File: src/rtl/chain_xlat_pkg.sv
package chain_xlat_pkg;

   // 4 KB pages, 8-byte entries
   localparam int unsigned PG_SH  = 12;
   localparam int unsigned ENT_SH = 3;
   localparam int unsigned ENT_W  = 64;
   // slots per table page and data entries per table
   localparam int unsigned SLOT_W = PG_SH - ENT_SH;
   localparam int unsigned IDX_W  = 8;
   // one table spans 2^TBL_SH bytes of input space
   localparam int unsigned TBL_SH = PG_SH + IDX_W;

   // link slots at the top of each table page
   localparam logic [SLOT_W-1:0] SLOT_NEXT = {SLOT_W{1'b1}};
   localparam logic [SLOT_W-1:0] SLOT_PREV = {{(SLOT_W-1){1'b1}}, 1'b0};

   typedef enum logic [1:0] {
      WK_IDLE,
      WK_SEEK,
      WK_LINK,
      WK_DATA
   } wk_state_e;

endpackage

File: src/rtl/chain_xlat_cfg.sv
module chain_xlat_cfg
   import chain_xlat_pkg::*;
#(
   parameter int unsigned ADDR_W = 40
)(
   input  logic                       clk,
   input  logic                       rst_n,
   input  logic                       cfg_enable,
   input  logic                       cfg_translate,
   input  logic [ADDR_W-PG_SH-1:0]    cfg_table_page,
   input  logic [ADDR_W-TBL_SH-1:0]   cfg_in_base_mb,
   input  logic                       walk_idle,
   output logic                       en_q,
   output logic                       xlate_q,
   output logic [ADDR_W-PG_SH-1:0]    tpage_q,
   output logic [ADDR_W-TBL_SH-1:0]   inmb_q
);

   logic load;
   assign load = !en_q && walk_idle;

   always_ff @(posedge clk) begin
      if (!rst_n) begin
         en_q    <= 1'b0;
         xlate_q <= 1'b0;
         tpage_q <= '0;
         inmb_q  <= '0;
      end else begin
         en_q <= cfg_enable;
         if (load) begin
            xlate_q <= cfg_translate;
            tpage_q <= cfg_table_page;
            inmb_q  <= cfg_in_base_mb;
         end
      end
   end

   AST_CFG_FROZEN: assert property (@(posedge clk) disable iff (!rst_n)
      (en_q && $past(en_q)) |-> $stable({xlate_q, tpage_q, inmb_q}));

endmodule

File: src/rtl/chain_xlat_locate.sv
module chain_xlat_locate
   import chain_xlat_pkg::*;
#(
   parameter int unsigned ADDR_W = 40
)(
   input  logic [ADDR_W-1:0]          addr,
   input  logic [ADDR_W-TBL_SH-1:0]   inmb,
   output logic                       below,
   output logic [ADDR_W-TBL_SH-1:0]   tnum,
   output logic [IDX_W-1:0]           idx,
   output logic [PG_SH-1:0]           pgoff
);

   logic [ADDR_W-TBL_SH-1:0] mb;

   assign mb    = addr[ADDR_W-1:TBL_SH];
   assign below = mb < inmb;
   assign tnum  = mb - inmb;
   assign idx   = addr[TBL_SH-1:PG_SH];
   assign pgoff = addr[PG_SH-1:0];

endmodule

File: src/rtl/chain_xlat_entry.sv
module chain_xlat_entry
   import chain_xlat_pkg::*;
#(
   parameter int unsigned ADDR_W = 40,
   parameter bit          STRICT = 1'b1
)(
   input  logic [ENT_W-1:0]          ent,
   output logic                      ok,
   output logic [ADDR_W-PG_SH-1:0]   page
);

   logic hi_clear;

   assign hi_clear = (ent[ENT_W-1:ADDR_W] == '0);
   assign page     = ent[ADDR_W-1:PG_SH];

   generate
      if (STRICT) begin : g_strict
         assign ok = ent[0] && hi_clear && (ent[PG_SH-1:1] == '0);
      end else begin : g_loose
         logic sbz_unused;
         assign sbz_unused = ^ent[PG_SH-1:1];
         assign ok = ent[0] && hi_clear;
      end
   endgenerate

endmodule

File: src/rtl/chain_xlat_walker.sv
module chain_xlat_walker
   import chain_xlat_pkg::*;
#(
   parameter int unsigned ADDR_W = 40,
   parameter bit          STRICT = 1'b1
)(
   input  logic                       clk,
   input  logic                       rst_n,
   input  logic                       en,
   input  logic                       xlate,
   input  logic [ADDR_W-PG_SH-1:0]    tpage,
   input  logic [ADDR_W-TBL_SH-1:0]   inmb,
   input  logic                       req_valid,
   input  logic [ADDR_W-1:0]          req_addr,
   output logic                       req_ready,
   output logic                       mem_req,
   output logic [ADDR_W-1:0]          mem_addr,
   input  logic                       mem_rvalid,
   input  logic [ENT_W-1:0]           mem_rdata,
   output logic                       rsp_valid,
   output logic [ADDR_W-1:0]          rsp_addr,
   output logic                       rsp_err,
   output logic                       idle
);

   localparam int unsigned PG_W = ADDR_W - PG_SH;
   localparam int unsigned TN_W = ADDR_W - TBL_SH;
   localparam logic [TN_W-1:0] T_ONE = TN_W'(1);

   wk_state_e          state_q;
   logic               cvld_q;
   logic [TN_W-1:0]    cur_tnum_q;
   logic [PG_W-1:0]    cur_page_q;
   logic [TN_W-1:0]    tgt_tnum_q;
   logic [IDX_W-1:0]   tgt_idx_q;
   logic [PG_SH-1:0]   pgoff_q;
   logic               fwd_q;

   logic               loc_below;
   logic [TN_W-1:0]    loc_tnum;
   logic [IDX_W-1:0]   loc_idx;
   logic [PG_SH-1:0]   loc_pgoff;
   logic               ent_ok;
   logic [PG_W-1:0]    ent_page;
   logic               accept;

   chain_xlat_locate #(.ADDR_W(ADDR_W)) u_loc (
      .addr  (req_addr),
      .inmb  (inmb),
      .below (loc_below),
      .tnum  (loc_tnum),
      .idx   (loc_idx),
      .pgoff (loc_pgoff)
   );

   chain_xlat_entry #(.ADDR_W(ADDR_W), .STRICT(STRICT)) u_ent (
      .ent  (mem_rdata),
      .ok   (ent_ok),
      .page (ent_page)
   );

   assign idle      = (state_q == WK_IDLE);
   assign req_ready = en && idle;
   assign accept    = req_valid && req_ready;

   always_ff @(posedge clk) begin
      if (!rst_n) begin
         state_q    <= WK_IDLE;
         cvld_q     <= 1'b0;
         cur_tnum_q <= '0;
         cur_page_q <= '0;
         tgt_tnum_q <= '0;
         tgt_idx_q  <= '0;
         pgoff_q    <= '0;
         fwd_q      <= 1'b0;
         mem_req    <= 1'b0;
         mem_addr   <= '0;
         rsp_valid  <= 1'b0;
         rsp_addr   <= '0;
         rsp_err    <= 1'b0;
      end else begin
         rsp_valid <= 1'b0;
         rsp_err   <= 1'b0;
         if (!en && idle) begin
            cvld_q <= 1'b0;
         end
         unique case (state_q)
            WK_IDLE: begin
               if (accept) begin
                  if (!xlate) begin
                     rsp_valid <= 1'b1;
                     rsp_addr  <= req_addr;
                  end else if (loc_below) begin
                     rsp_valid <= 1'b1;
                     rsp_err   <= 1'b1;
                     rsp_addr  <= '0;
                  end else begin
                     tgt_tnum_q <= loc_tnum;
                     tgt_idx_q  <= loc_idx;
                     pgoff_q    <= loc_pgoff;
                     if (!cvld_q) begin
                        cvld_q     <= 1'b1;
                        cur_tnum_q <= '0;
                        cur_page_q <= tpage;
                     end
                     state_q <= WK_SEEK;
                  end
               end
            end
            WK_SEEK: begin
               mem_req <= 1'b1;
               if (tgt_tnum_q == cur_tnum_q) begin
                  mem_addr <= {cur_page_q, {(SLOT_W-IDX_W){1'b0}}, tgt_idx_q,
                               {ENT_SH{1'b0}}};
                  state_q  <= WK_DATA;
               end else if (tgt_tnum_q > cur_tnum_q) begin
                  mem_addr <= {cur_page_q, SLOT_NEXT, {ENT_SH{1'b0}}};
                  fwd_q    <= 1'b1;
                  state_q  <= WK_LINK;
               end else begin
                  mem_addr <= {cur_page_q, SLOT_PREV, {ENT_SH{1'b0}}};
                  fwd_q    <= 1'b0;
                  state_q  <= WK_LINK;
               end
            end
            WK_LINK: begin
               if (mem_rvalid) begin
                  mem_req <= 1'b0;
                  if (ent_ok) begin
                     cur_page_q <= ent_page;
                     cur_tnum_q <= fwd_q ? (cur_tnum_q + T_ONE) : (cur_tnum_q - T_ONE);
                     state_q    <= WK_SEEK;
                  end else begin
                     rsp_valid <= 1'b1;
                     rsp_err   <= 1'b1;
                     rsp_addr  <= '0;
                     state_q   <= WK_IDLE;
                  end
               end
            end
            WK_DATA: begin
               if (mem_rvalid) begin
                  mem_req   <= 1'b0;
                  rsp_valid <= 1'b1;
                  state_q   <= WK_IDLE;
                  if (ent_ok) begin
                     rsp_addr <= {ent_page, pgoff_q};
                  end else begin
                     rsp_err  <= 1'b1;
                     rsp_addr <= '0;
                  end
               end
            end
            default: state_q <= WK_IDLE;
         endcase
      end
   end

   AST_PASS_NO_FETCH: assert property (@(posedge clk) disable iff (!rst_n)
      !xlate |-> !mem_req);

   AST_FETCH_HOLD: assert property (@(posedge clk) disable iff (!rst_n)
      (mem_req && !mem_rvalid) |=> (mem_req && $stable(mem_addr)));

   AST_ERR_CLEAN: assert property (@(posedge clk) disable iff (!rst_n)
      rsp_err |-> (rsp_valid && (rsp_addr == '0)));

   AST_NO_ACCEPT_IN_FETCH: assert property (@(posedge clk) disable iff (!rst_n)
      mem_req |-> !req_ready);

endmodule

File: src/rtl/chain_xlat.sv
module chain_xlat
   import chain_xlat_pkg::*;
#(
   parameter int unsigned ADDR_W       = 40,
   parameter bit          STRICT_ENTRY = 1'b1
)(
   input  logic                       clk,
   input  logic                       rst_n,
   input  logic                       cfg_enable,
   input  logic                       cfg_translate,
   input  logic [ADDR_W-PG_SH-1:0]    cfg_table_page,
   input  logic [ADDR_W-TBL_SH-1:0]   cfg_in_base_mb,
   output logic                       stat_ready,
   input  logic                       req_valid,
   input  logic [ADDR_W-1:0]          req_addr,
   output logic                       req_ready,
   output logic                       mem_req,
   output logic [ADDR_W-1:0]          mem_addr,
   input  logic                       mem_rvalid,
   input  logic [ENT_W-1:0]           mem_rdata,
   output logic                       rsp_valid,
   output logic [ADDR_W-1:0]          rsp_addr,
   output logic                       rsp_err
);

   generate
      if (ADDR_W < 32 || ADDR_W > 56) begin : g_bad_width
         $error("chain_xlat: ADDR_W must lie in 32..56");
      end
   endgenerate

   logic                      en_q;
   logic                      xlate_q;
   logic [ADDR_W-PG_SH-1:0]   tpage_q;
   logic [ADDR_W-TBL_SH-1:0]  inmb_q;
   logic                      walk_idle;

   chain_xlat_cfg #(.ADDR_W(ADDR_W)) u_cfg (
      .clk            (clk),
      .rst_n          (rst_n),
      .cfg_enable     (cfg_enable),
      .cfg_translate  (cfg_translate),
      .cfg_table_page (cfg_table_page),
      .cfg_in_base_mb (cfg_in_base_mb),
      .walk_idle      (walk_idle),
      .en_q           (en_q),
      .xlate_q        (xlate_q),
      .tpage_q        (tpage_q),
      .inmb_q         (inmb_q)
   );

   chain_xlat_walker #(.ADDR_W(ADDR_W), .STRICT(STRICT_ENTRY)) u_walk (
      .clk        (clk),
      .rst_n      (rst_n),
      .en         (en_q),
      .xlate      (xlate_q),
      .tpage      (tpage_q),
      .inmb       (inmb_q),
      .req_valid  (req_valid),
      .req_addr   (req_addr),
      .req_ready  (req_ready),
      .mem_req    (mem_req),
      .mem_addr   (mem_addr),
      .mem_rvalid (mem_rvalid),
      .mem_rdata  (mem_rdata),
      .rsp_valid  (rsp_valid),
      .rsp_addr   (rsp_addr),
      .rsp_err    (rsp_err),
      .idle       (walk_idle)
   );

   assign stat_ready = walk_idle;

   AST_IDLE_QUIET: assert property (@(posedge clk) disable iff (!rst_n)
      stat_ready |-> !mem_req);

endmodule

File: config.mk
export PLATFORM = sky130hd
export DESIGN_NAME = chain_xlat
export DESIGN_NICKNAME = d
export VERILOG_FILES = /design/src/rtl/chain_xlat_pkg.sv /design/src/rtl/chain_xlat_cfg.sv /design/src/rtl/chain_xlat_locate.sv /design/src/rtl/chain_xlat_entry.sv /design/src/rtl/chain_xlat_walker.sv /design/src/rtl/chain_xlat.sv
export SDC_FILE = /design/constraint.sdc
export NUM_CORES = 1
export LEC_CHECK = 0
export ABC_AREA = 1
export BUFFER_PORTS_ARGS = -buffer_cell sky130_fd_sc_hd__buf_4
export CAP_MARGIN = 20
export CORE_ASPECT_RATIO = 1.5
export CORE_MARGIN = 2
export CORE_UTILIZATION = 56
export DETAILED_ROUTE_END_ITERATION = 10
export PLACE_DENSITY = 0.81
export SETUP_SLACK_MARGIN = 0.02
export SLEW_MARGIN = 20
export SYNTH_ARGS = -nofsm -noshare
export SYNTH_HDL_FRONTEND = slang
export SYNTH_SLANG_ARGS = --single-unit
File: constraint.sdc
create_clock -name clk -period 2.6 [get_ports clk]
set_input_delay 0.26 -clock clk [delete_from_list [all_inputs] [get_ports clk]]
set_output_delay 0.26 -clock clk [all_outputs]
set_load 0.01 [all_outputs]
## Word-level counts from Yosys, hierarchy flattened

Cells that the tools add are included.
Widths: inputs -> output; s select.

| cells by class | value |
|---|---|
| $add $sub $neg | 3 |
| order comparisons | 2 |
| eq/ne operators | 14 |
| muxes and demuxes | 52 |
| bitwise gates (word level) | 2 |
| reduce and logical (&&, ||, !) cells | 19 |

Operators with widths:

| cell | number |
|---|---|
| $mux 40 | 7 |
| $mux 28 | 6 |
| $mux 20 | 7 |
| $pmux 40 s3 | 1 |
| $pmux 28 s2 | 1 |
| $pmux 20 s2 | 1 |
| $logic_not 24->1 | 1 |
| $add 20x1->20 const B | 1 |
| $eq 20x20->1 | 1 |
| $gt 20x20->1 | 1 |
| $lt 20x20->1 | 1 |
| $sub 20x1->20 const B | 1 |
| $sub 20x20->20 | 1 |
| $mux 1 | 18 |
| $ne 2x2->1 const B | 7 |
| $mux 12 | 1 |
| $logic_not 11->1 | 1 |
| $mux 2 | 5 |
| $pmux 2 s4 | 1 |
| $reduce_and 7->1 | 1 |
| $reduce_and 6->1 | 1 |
| $logic_and 1x1->1 | 5 |
| $reduce_and 5->1 | 1 |
| $eq 2x2->1 const B | 2 |
| 14 further kinds | 19 |

| storage, ports and cells | value |
|---|---|
| register bits after elaboration | 225 |
| bits of input ports | 158 |
| output and inout bits | 85 |

## Longest topological paths before layout

Gate-level depths: netlist of run 1.

| depth | value |
|---|---|
| depth after elaboration | 8 |
| depth in mapped cells | 16 |
| gate-level depth less buffers | 15 |

## Hierarchy

A second synthesis of run 1 with hierarchy kept.

| second synthesis, totals | value |
|---|---|
| cell total of the unflattened synthesis | 1904 |
| area total of the unflattened synthesis | 12510.7 sq um |

Modules (own cells, without submodules):

| module | instances | cells an instance | area each (sq um) | sequential area each (sq um) |
|---|---|---|---|---|
| chain_xlat_walker | 1 | 1236 | 8539.4 | 3443.3 |
| chain_xlat_cfg | 1 | 322 | 2125.8 | 1001.0 |
| chain_xlat_locate | 1 | 284 | 1505.2 | 0.0 |
| chain_xlat_entry | 1 | 62 | 340.3 | 0.0 |

## Worst setup path after synthesis of run 1

No wires, ideal clock.

| timing | value |
|---|---|
| path type | reg-to-reg |
| from | reg u_walk.fwd_q |
| to | reg u_walk.cur_tnum_q[5] |
| setup time | 0.115 ns |
| arrival | 1.904 ns |
| path slack | 0.581 ns |
| cell stages (with the launch flop) | 12 |
| path buffers | 0 |
| clock period less this slack | 2.019 ns |
| cell sequence | dfxtp_1 > inv_1 > ha_1 > nand2_1 > nand3_1 > nand2_1 > nand2_1 > or2_2 > nand3_1 > nand3_1 > nand2_1 > nor2_1 |

| on the way | value |
|---|---|
| longest elaborated chain between the ends | 4 |

RTL lines:

| item | line | text |
|---|---|---|
| start, declared | chain_xlat_walker.sv:37 | `logic fwd_q;` |
| start signal, assigned | chain_xlat_walker.sv:75 | `fwd_q <= 1'b0;` |
| start signal, assigned | chain_xlat_walker.sv:118 | `fwd_q <= 1'b1;` |
| start signal, assigned | chain_xlat_walker.sv:122 | `fwd_q <= 1'b0;` |
| $mux 20 | chain_xlat_walker.sv:131 | `cur_tnum_q <= fwd_q ? (cur_tnum_q + T_ONE) : (cur_tnum_q - T_ONE);` |
| $mux 20 | chain_xlat_walker.sv:129 | `if (ent_ok) begin` |
| $mux 20 | chain_xlat_walker.sv:127 | `if (mem_rvalid) begin` |
| $pmux 20 s2 | chain_xlat_walker.sv:87 | `unique case (state_q)` |
| end signal, assigned | chain_xlat_walker.sv:131 |  |
| end, declared | chain_xlat_walker.sv:32 | `logic [TN_W-1:0] cur_tnum_q;` |

Every way passes these cells. The select of a mux whose other input is x is not followed.
A chain may end at the register's enable or synchronous reset.

## Worst setup path in the final report of run 1

| timing | value |
|---|---|
| from | reg u_cfg.inmb_q[0] |
| to | reg u_walk.cur_page_q[26] |

| on the way | value |
|---|---|
| longest elaborated chain between the ends | 3 |

RTL lines:

| item | line | text |
|---|---|---|
| start, declared | chain_xlat_cfg.sv:16 | `output logic [ADDR_W-TBL_SH-1:0] inmb_q` |
| start signal, assigned | chain_xlat_cfg.sv:33 | `inmb_q <= cfg_in_base_mb;` |
| $lt 20x20->1 | chain_xlat_locate.sv:17 | `assign below = mb < inmb;` |
| $ne 2x2->1 (no line) | n/a |  |
| $reduce_and 7->1 (no line) | n/a |  |
| end signal, assigned | chain_xlat_walker.sv:104 | `cur_page_q <= tpage;` |
| end signal, assigned | chain_xlat_walker.sv:130 | `cur_page_q <= ent_page;` |
| end, declared | chain_xlat_walker.sv:33 | `logic [PG_W-1:0] cur_page_q;` |

Every way passes these cells.

==> out/qor.yml, run 1 <==
outcome:
  outcome: "finished, violations left"
  failed_checks: "negative hold slack"
timing:
  fin_crit_ps: 2340
  rsz0062_at_grt: "false"
  clock_skew_ps: 15.3
  fmax_mhz: 427
  finalSetupViolCount: 0
  slew_violations: 0
  setup_ws_ps: 260
  final.setup.tns_ps: 0
  hold_viol_final: 1
  tightest_slew_ps: 889
  post-route-period-util_pct: 90.0
  slew_headroom_pct: 40.7
  holdWs_ps: -8.90
floorplanning:
  die_w_um: 127
  die_y_um: 189
  num_rows: 67
  pin_count: 243
  coreArea_um2: 22300
  initial_utilization_pct: 57.0
  die-area_um2: 24000
global_routing:
  grt_busiest_layer: "met2"
  grt_use_met2_pct: 57.7
  use_met3_pct: 3.58
  grt_pass1_wl_um: 63800
  track_usage_pct: 32.7
  grt_max_degree: 124
  grt_pass1_vias: 12900
  grt-ovfl-total: 0
  met1_usage_pct: 39.2
  antenna_found_initial: 0
synth:
  seq_area_frac_synth_pct: 34.9
  avgSynthCellArea_um2: 6.32
  synth-simple-area-share_pct: 32.1
  muxShareOfSynthArea_pct: 0
  synth_warnings: 0
  yosys-top-cells-area: "dfxtp_1, nand2_1, nor2_1"
  yosys.area_share.xor_xnor_pct: 0.757
  synth_fa_ha_area_share_pct: 6.02
  synth_compound_area_share_pct: 14.7
  syn_area_um2: 12700
  synth_area_leader_cell: "dfxtp_1"
  synth_top_area_share_pct: 34.9
  yosysUniqueCellTypes: 39
  postSynthCellCount: 2013
  synth_top_family_by_area: "simple AND/OR/NAND/NOR gates"
  ys_ff_latch: 222
setup_path:
  cp.buffers_inverters: 2
  crit_path_max_incr_delay_ps: 410
  cp_max_fo: 42
  crit_end: "u_walk.cur_page_q[26]$_SDFFE_PN0P_"
  cp_slowest_cell: "fa_1"
  reg2regPathDepth: 10
  r2r_slack_ps: 260
  worstSetupPathDepth: 10
  critical_path_required_ps: 3030
  cp_cell_sequence: "ha_1, fa_1, inv_1, nand3_1, nand2_1, nand3_1, nand4_2, buf_12, nand3_1, a21oi_1"
  crit_path_start: "u_cfg.inmb_q[0]$_SDFFE_PN0P_"
  crit_top_cell: "nand3_1"
  arrival_ps: 2770
  end_kind: "flip-flop"
  timing.rr.start: "u_cfg.inmb_q[0]$_SDFFE_PN0P_"
  regToRegEndpoint: "u_walk.cur_page_q[26]$_SDFFE_PN0P_"
  crit_family: "simple AND/OR/NAND/NOR gates"
  worstSetupPathType: "flip-flop to flip-flop"
  start_kind: "flip-flop"
clock_tree:
  cts_sinks: 222
  clkTransAtPathRegs_ps: 60
  cts_buffers: 23
  cts_setup_buffers: 0
  cts_tree: "done"
  cts-root-buf: "clkbuf_16"
  worstSkewPairLatency_ps: 510
  htreeDepth: 1
  clock_path_buffers: 3
hold_path:
  min_path_type: "input port to flip-flop"
finish:
  final_cell_mix: "nand2_1, nor2_1, buf_4"
  diodes: 0
  synthToLayoutAreaGrowth_pct: 23.7
  final_area_um2: 15700
  drive_gt1_share_pct: 15.2
  layout.nets: 2448
  layout_commonest_cell: "nand2_1"
route:
  viasPerCell: 5.41
  firstDrtPassIters: 6
  wire_per_inst_um: 15.9
  drc: 0
  ant_nets: 0
  dr_total_vias: 13600
  first_iter_violations: 1208
  wl_um: 40000
power_and_ir_drop:
  powerDensity_nw_per_um2: 1060
  cellLeakagePower_nw: 7.80
  ir_drop_mv: 0.634
  total_power_mw: 16.7
placement:
  hpwl_um: 29900
  dp_worst_setup_slack_ps: 131
  placed_area_um2: 14800
  place.gp.congestion: 0.992
  port_buffers: 239
job:
  max_cap_viol_count: 0
## worst min path at each step
stage | cells past startpoint | endpoint | from | slack (ps)
CTS | 3 | u_cfg.tpage_q[6]$_SDFFE_PN0P_ | cfg_table_page[6] | 1
finish | 3 | u_cfg.tpage_q[22]$_SDFFE_PN0P_ | cfg_table_page[22] | -9
detailed placement | 2 | u_walk.tgt_idx_q[0]$_SDFFE_PN0P_ | u_walk.tgt_idx_q[0]$_SDFFE_PN0P_ | 440
global route | 3 | u_cfg.tpage_q[22]$_SDFFE_PN0P_ | cfg_table_page[22] | 6
floorplan | 2 | u_cfg.en_q$_SDFF_PN0_ | cfg_enable | 360
global placement | 2 | u_walk.pgoff_q[5]$_SDFFE_PN0P_ | u_walk.pgoff_q[5]$_SDFFE_PN0P_ | 440
## worst reg2reg max path: stages (launching register included)
cell,delay (ps)
dfxtp_1,320
ha_1,210
fa_1,410
inv_1,100
nand3_1,70
nand2_1,160
nand3_1,190
nand4_2,250
buf_12,250
nand3_1,140
a21oi_1,170
## cells in the mapped netlist, drive strengths merged
master    n
xnor2     4
nand3   171
nand2   441
and2      1
or2       5
nor2    351
fa        2
clkbuf   56
nor3      7
dfxtp   222
o211ai    1
o21a      1
conb      1
o21ai   166
o221ai    7
xor2      7
o21bai    4
ha       58
buf      46
clkinv    1
nand3b    6
a21oi   183
nor4      1
inv     258
nand4    13
## cell families after synthesis
kind of cell             count (synthesis)
AND/OR/NAND/NOR                        996
AO/OA/AOI/OAI                          362
buffers and inverters                  361
flip-flops                             222
adder cells (fa/ha/maj)                 60
XOR/XNOR                                11
other                                    1
## sequential cells by signal, summed over array words and instances (netlist names), 2 cells and up
| signal | cells |
|---|---|
| u_walk.rsp_addr | 40 |
| u_cfg.tpage_q | 28 |
| u_walk.cur_page_q | 28 |
| u_walk.pgoff_q | 12 |
| u_walk.tgt_idx_q | 8 |
| u_walk.cur_tnum_q | 20 |
| u_cfg.inmb_q | 20 |
| u_walk.state_q | 2 |
| u_walk.tgt_tnum_q | 20 |
| u_walk.mem_addr | 37 |
## area by class of cell
cell class / count / area (µm²)
clock buffer: 33 / 683
clock inverter: 5 / 104
fill: 1976 / 6570
inverter: 259 / 972
multi-input combinational: 1432 / 6860
sequential: 222 / 4440
tap: 276 / 345
timing repair buffer: 292 / 2320
## per-layer routing
metal | wire length [µm] | vias to the layer above | part of all wire (%)
li1 | - | 6810 | -
met1 | 15500 | 6194 | 39
met2 | 19800 | 522 | 50
met3 | 2500 | 111 | 6.2
met4 | 2210 | 0 | 5.5
met5 | 0 | - | 0
## through the flow
step,utilization [%],hold WS (ps),cells
after detailed placement,66.2,445,2463
final,70.5,-8.90,2519
after floorplan,-,358,2015
after global placement,66.2,438,2463
after global routing,70.5,6.09,2519
after CTS,70.5,0.951,2519
## power breakdown
| group | switching, mW | total (mW) | internal [mW] |
|---|---|---|---|
| logic | 5.40 | 8.45 | 3.05 |
| clock network | 1.35 | 3.46 | 2.11 |
| registers | 0.505 | 4.78 | 4.28 |
## what timing repair did
| item | in CTS | in global routing |
|---|---|---|
| resized for setup | 0 | 1 |
| hold endpoints to repair | 18 | 0 |
| endpoints found under the setup margin | 0 | 13 |
| hold buffers | 18 | 0 |
Note: power is estimated with default switching activity, not from simulation.
==> run 2: changes to the inputs <==
ABC_AREA = default   (was 1)
CORE_UTILIZATION = 55   (was 56)
==> run 2 against run 1 <==
The run ends with negative hold slack, negative setup slack left. Clock skew rose by 9.0 ps. Cell count fell by 24%. Sequential cell count did not move. Wire length rose by 12%. Via count fell by 9.3%. Synthesized cell count fell by 34%. Non-clock buffer count rose by 92. Utilization rose by 11 points. Critical path depth rose by 1. Die area fell by 13%. Worst hold slack got worse by 2.0 ps. Largest cell class unchanged.
==> out/qor.yml, run 2 <==
outcome:
  outcome: "finished, violations left"
  failed_checks: "negative hold slack, negative setup slack"
timing:
  hold_viol_final: 4
  fmax_mhz: 357
  setup_ws_ps: -198
  holdWs_ps: -10.9
  post-route-period-util_pct: 108
  tightest_slew_ps: 1080
  clock_skew_ps: 24.3
  slew_violations: 0
  finalSetupViolCount: 41
  rsz0062_at_grt: "true"
  final.setup.tns_ps: -1530
  fin_crit_ps: 2800
  slew_headroom_pct: 27.7
floorplanning:
  die_y_um: 176
  die_w_um: 118
  die-area_um2: 20800
  num_rows: 62
  pin_count: 243
  initial_utilization_pct: 56.1
  coreArea_um2: 19200
synth:
  postSynthCellCount: 1331
  yosys-top-cells-area: "dfxtp_1, nand2_1, a21oi_1"
  synth_top_family_by_area: "compound AO/OA/AOI/OAI gates"
  synth_edf_count: 0
  synth_common_cells: "nand2_1, dfxtp_1, a21oi_1"
  avgSynthCellArea_um2: 8.11
  syn_area_um2: 10800
  synth_area_leader_cell: "dfxtp_1"
  yosys.area_share.xor_xnor_pct: 2.03
  ys_ff_latch: 222
  synthArstFlopShare_pct: 0
  synthFlopType: "dfxtp_1"
  synth-simple-area-share_pct: 18.6
  yosysUniqueCellTypes: 62
  synth_fa_ha_area_share_pct: 7.09
  yosysMostFrequentCell: "nand2_1"
  synth_compound_area_share_pct: 22.9
  synth_top_area_share_pct: 41.1
  muxShareOfSynthArea_pct: 2.70
  seq_area_frac_synth_pct: 41.1
  synth_warnings: 0
route:
  firstDrtPassIters: 10
  viasPerCell: 6.43
  drc: 0
  wire_per_inst_um: 23.3
  dr_total_vias: 12400
  first_iter_violations: 1408
  wl_um: 44800
  ant_nets: 0
clock_tree:
  cts_sinks: 222
  clock_path_buffers: 3
  cts_buffers: 22
  cts-root-buf: "clkbuf_16"
  worstSkewPairLatency_ps: 530
  cts_tree: "done"
  clkTransAtPathRegs_ps: 70
  htreeDepth: 1
finish:
  largest_reg_flops: 40
  final_cell_mix: "buf_4, nand2_1, dfxtp_1"
  layout_commonest_cell: "buf_4"
  final_cells: 1924
  layout.nets: 1873
  final_core_util_pct: 81.8
  nFillCells: 1108
  seqCellArea_um2: 4450
  diodes: 0
  reg.largest.list: "u_walk.rsp_addr x40, u_walk.mem_addr x37"
  synthToLayoutAreaGrowth_pct: 45.7
  regMostFlops: "u_walk.rsp_addr"
  multiInputGateArea_um2: 6460
  drive_gt1_share_pct: 33.6
global_routing:
  grt_pass1_wl_um: 55400
  grt-ovfl-total: 0
  antenna_found_initial: 0
  grt_max_degree: 82
  grt_pass1_vias: 11000
  track_usage_pct: 33.0
setup_path:
  worstSetupPathType: "flip-flop to flip-flop"
  cp_cell_sequence: "inv_4, buf_12, ha_4, o211ai_1, a22oi_1, nand2_1, o311ai_4, a211o_1, nand4_1, or3_1, a31oi_1"
  end_kind: "flip-flop"
  reg2regPathDepth: 11
  cp_slowest_cell: "or3_1"
  cp_max_fo: 6
  critical_path_required_ps: 3020
  arrival_ps: 3220
  r2r_slack_ps: -200
  start_kind: "flip-flop"
  crit_path_max_incr_delay_ps: 400
placement:
  hpwl_um: 24200
  port_buffers: 239
  place_inst: 1827
  place.gp.congestion: 0.929
hold_path:
  hold_depth: 3
  min_path_type: "input port to flip-flop"
job:
  max_cap_viol_count: 0
power_and_ir_drop:
  powerDensity_nw_per_um2: 629
  ir_drop_mv: 0.603
  cellLeakagePower_nw: 6.32
[run 2: kinds of logic after synthesis]
family,count (synthesis)
flops,222
fa+ha+maj,60
compound gates,378
other cells,1
mux,29
xor+xnor,25
simple gates,474
buf+inv,142
[run 2: worst paths after layout]
check,startpoint,to
max,u_walk.fwd_q$_SDFFE_PN0P_,u_walk.cur_tnum_q[19]$_SDFFE_PN0P_
min,cfg_in_base_mb[12],u_cfg.inmb_q[12]$_SDFFE_PN0P_
max reg2reg,u_walk.fwd_q$_SDFFE_PN0P_,u_walk.cur_tnum_q[19]$_SDFFE_PN0P_
min reg2reg,u_walk.pgoff_q[4]$_SDFFE_PN0P_,u_walk.pgoff_q[4]$_SDFFE_PN0P_
[run 2: layout make-up]
cell class | instances | area share [%]
multi-input cells | 969 | 41.1
flip-flops and latches | 222 | 28.3
repair buffers | 384 | 22.4
clock buffers | 30 | 4.14
well taps | 256 | 2.03
inverters | 56 | 1.38
clock inverters | 7 | 0.763
[run 2: repair_timing]
item | CTS | global route
hold buffers | 19 | 0
endpoints found under the setup margin | 77 | 112
setup buffers | 6 | 14
gates resized for setup | 14 | 156
pin swaps | 8 | 53
hold endpoints to repair | 19 | 0
cloned | 4 | 21
[run 2: per-layer routing]
metal | vias up | part of all wire (%) | track usage [%] | wire [µm]
met4 | 0 | 9.4 | 21.0 | 4210
li1 | 5299 | - | - | -
met3 | 328 | 9.6 | 5.78 | 4320
met1 | 5838 | 32 | 35.6 | 14500
met5 | - | 0 | 0 | 0
met2 | 898 | 48 | 59.2 | 21700
[run 2: per-stage QoR]
step,power [mW],setup WS [ps],area [µm²]
2_1_floorplan,5.00,-23.8,10800
3_3_place_gp,5.80,-135,13400
3_5_place_dp,5.86,-252,13400
4_1_cts,9.33,0.505,14600
5_1_grt,10.2,-345,15700
6_report,9.89,-198,15700
[run 2: report_power, final]
| part | internal (mW) | total (mW) | switching [mW] |
|---|---|---|---|
| registers | 3.62 | 3.78 | 0.160 |
| clock network | 2.05 | 3.47 | 1.41 |
| logic | 1.15 | 2.65 | 1.49 |
| total | 6.83 | 9.89 | 3.07 |
[run 2: critical path: cells and delay by family, from the launching register on]
family	cells	cell delay [ps]
buffers and inverters	2	210
adders and majority gates	1	290
and+or+nand+nor	3	710
DFF	1	360
AOI/OAI and AO/OA	5	1150
==> run 3: changes to the inputs <==
CORE_ASPECT_RATIO = 1.25   (was 1.5)
==> run 3 against run 2 <==
The flow still finishes with violations (negative hold slack, negative setup slack). Sequential cell count did not move. Global-route usage fell by 0.43 points. Critical path depth rose by 1. Critical path type unchanged. Critical endpoint is now u_walk.tgt_idx_q[6]$_SDFFE_PN0P_. Largest power group unchanged.
==> out/qor.yml, run 3 (synthesized netlist as in run 2, its figures left out) <==
power_and_ir_drop:
  ir_drop_mv: 0.568
  cellLeakagePower_nw: 6.23
  internal_power_mw: 6.48
  swShare_pct: 31.7
  clkPwrFrac_pct: 33.9
  pwr-share-comb_pct: 26.2
  seq_power_share_pct: 39.8
  switchingPower_mw: 3.00
  powerDensity_nw_per_um2: 615
setup_path:
  arrival_ps: 3230
  r2r_slack_ps: -170
  crit_family: "compound AO/OA/AOI/OAI gates"
  crit_path_max_incr_delay_ps: 410
  crit_top_cell: "buf_6"
  start_kind: "flip-flop"
  critical_path_required_ps: 3050
  timing.rr.start: "u_cfg.inmb_q[0]$_SDFFE_PN0P_"
  worstSetupPathType: "flip-flop to flip-flop"
  cp.buffers_inverters: 3
  cp_slowest_cell: "fa_2"
  end_kind: "flip-flop"
  reg2regPathDepth: 12
  cp_max_fo: 5
  regToRegEndpoint: "u_walk.tgt_idx_q[6]$_SDFFE_PN0P_"
  cp_cell_sequence: "ha_4, fa_2, nor2b_4, o31ai_4, a311oi_2, o21ai_2, buf_6, a31oi_4, buf_8, buf_6, nand2_2, a21oi_2"
placement:
  place.gp.congestion: 0.940
  dp_worst_setup_slack_ps: -202
  placed_area_um2: 13200
  hpwl_um: 23300
  port_buffers: 239
timing:
  slew_violations: 0
  hold_viol_final: 6
  tightest_slew_ps: 1090
  post-route-period-util_pct: 107
  fmax_mhz: 361
  fin_crit_ps: 2770
  setup_ws_ps: -173
  holdWs_ps: -13.2
  rsz0062_at_grt: "true"
  finalSetupViolCount: 104
  slew_headroom_pct: 27.3
  clock_skew_ps: 15.8
clock_tree:
  cts_sinks: 222
  htreeDepth: 1
  clkTransAtPathRegs_ps: 70
  worstSkewPairLatency_ps: 540
  cts_buffers: 22
  cts_tree: "done"
  clock_path_buffers: 3
  cts-root-buf: "clkbuf_16"
global_routing:
  grt_pass1_wl_um: 54700
  track_usage_pct: 32.5
  grt_pass1_vias: 11200
  antenna_found_initial: 2
  grt_max_degree: 99
  grt-ovfl-total: 0
route:
  viasPerCell: 6.21
  dr_total_vias: 12000
  highest_layer: "met4"
  dr_wl_met3_um: 4020
  drc: 0
  first_iter_violations: 1405
  wl_met1_um: 14200
  wl_um: 41000
  ant_nets: 0
  firstDrtPassIters: 7
  wire_per_inst_um: 21.3
  met2_length_um: 19700
finish:
  multiInputGateArea_um2: 6340
  regMostFlops: "u_walk.rsp_addr"
  final_area_um2: 15400
  drive_gt1_share_pct: 30.8
  layout_commonest_cell: "buf_4"
  layout.nets: 1864
  synthToLayoutAreaGrowth_pct: 42.8
  seqCellArea_um2: 4450
  nFillCells: 1114
  final_cell_mix: "buf_4, nand2_1, dfxtp_1"
  final_core_util_pct: 79.8
  reg.largest.list: "u_walk.rsp_addr x40, u_walk.mem_addr x37"
  largest_reg_flops: 40
floorplanning:
  initial_utilization_pct: 55.9
  coreArea_um2: 19300
  die_y_um: 161
  num_rows: 57
  die-area_um2: 20800
  pin_count: 243
  die_w_um: 129
job:
  max_cap_viol_count: 0
hold_path:
  worstHoldEndpoint: "u_walk.tgt_idx_q[1]$_SDFFE_PN0P_"
  holdCritStartpoint: "req_addr[13]"
  hold_depth: 3
  min_path_type: "input port to flip-flop"
outcome:
  outcome: "finished, violations left"
  failed_checks: "negative hold slack, negative setup slack"
-- run 3: cell types whose count changed in the layout (fill, tap and decap cells not counted), sizes merged --
cell         delta
buf            -25
bufinv          -2
clkbuf          -4
clkinv          +1
clkinvlp        +2
diode           +2
dlygate4sd3    +20
inv             -1
-- run 3: power by group through the flow --
| stage | clock (mW) | sequential, mW | combinational, mW |
|---|---|---|---|
| floorplan | 0 | 3.83 | 1.17 |
| global placement | 0 | 3.81 | 1.98 |
| detailed placement | 0 | 3.82 | 2.03 |
| CTS | 3.17 | 3.75 | 2.14 |
| global route | 3.32 | 3.79 | 2.62 |
| finish | 3.22 | 3.78 | 2.49 |
-- run 3: per-stage QoR --
stage | TNS, ps | total power [mW] | std cells
detailed placement | -14750 | 5.85 | 1821
finish | -6360 | 9.49 | 1926
global route | -16140 | 9.73 | 1926
floorplan | -23.8 | 5.00 | 1333
global placement | -4740 | 5.79 | 1821
CTS | 0 | 9.07 | 1907
-- run 3: layer usage --
layer | track usage [%] | vias up
met3 | 7.16 | 233
met2 | 56.6 | 803
met1 | 36.3 | 5622
li1 | - | 5298
met5 | 0 | -
met4 | 18.3 | 0
-- run 3: layout make-up --
class,instances,area share (%)
multi-input combinational,969,41.1
timing repair buffer,375,21.9
sequential,222,28.8
tap,265,2.15
clock buffer,30,4.09
inverter,56,1.40
antenna,2,0.0324
clock inverter,7,0.495
-- run 3: worst max-delay path by stage --
stage / startpoint / endpoint / cells after the start
floorplan: u_walk.fwd_q$_SDFFE_PN0P_ / u_walk.cur_tnum_q[19]$_SDFFE_PN0P_ / 10
global placement: req_addr[20] / u_walk.cur_tnum_q[4]$_SDFFE_PN0P_ / 12
detailed placement: req_addr[20] / u_walk.cur_page_q[22]$_SDFFE_PN0P_ / 12
CTS: u_walk.fwd_q$_SDFFE_PN0P_ / u_walk.cur_tnum_q[12]$_SDFFE_PN0P_ / 11
global route: u_cfg.inmb_q[0]$_SDFFE_PN0P_ / u_walk.tgt_tnum_q[4]$_SDFFE_PN0P_ / 11
finish: u_cfg.inmb_q[0]$_SDFFE_PN0P_ / u_walk.tgt_idx_q[6]$_SDFFE_PN0P_ / 12
-- run 3: repair_timing --
item                                    in CTS  in global routing
hold buffers                                39                  0
endpoints found under the hold margin       39                  0
resized for setup                           12                150
pin swaps                                    7                 57
cloned                                       3                 13
endpoints found under the setup margin      94                121
buffers inserted                             7                  8
-- run 3: worst register-to-register path: cells and delay by family, from the launching register on --
family,cells,cell delay (ps)
AO/OA/AOI/OAI,5,1040
adder cells (fa/ha/maj),2,570
buffers and inverters,3,480
flip-flops,1,360
AND/OR/NAND/NOR,2,250
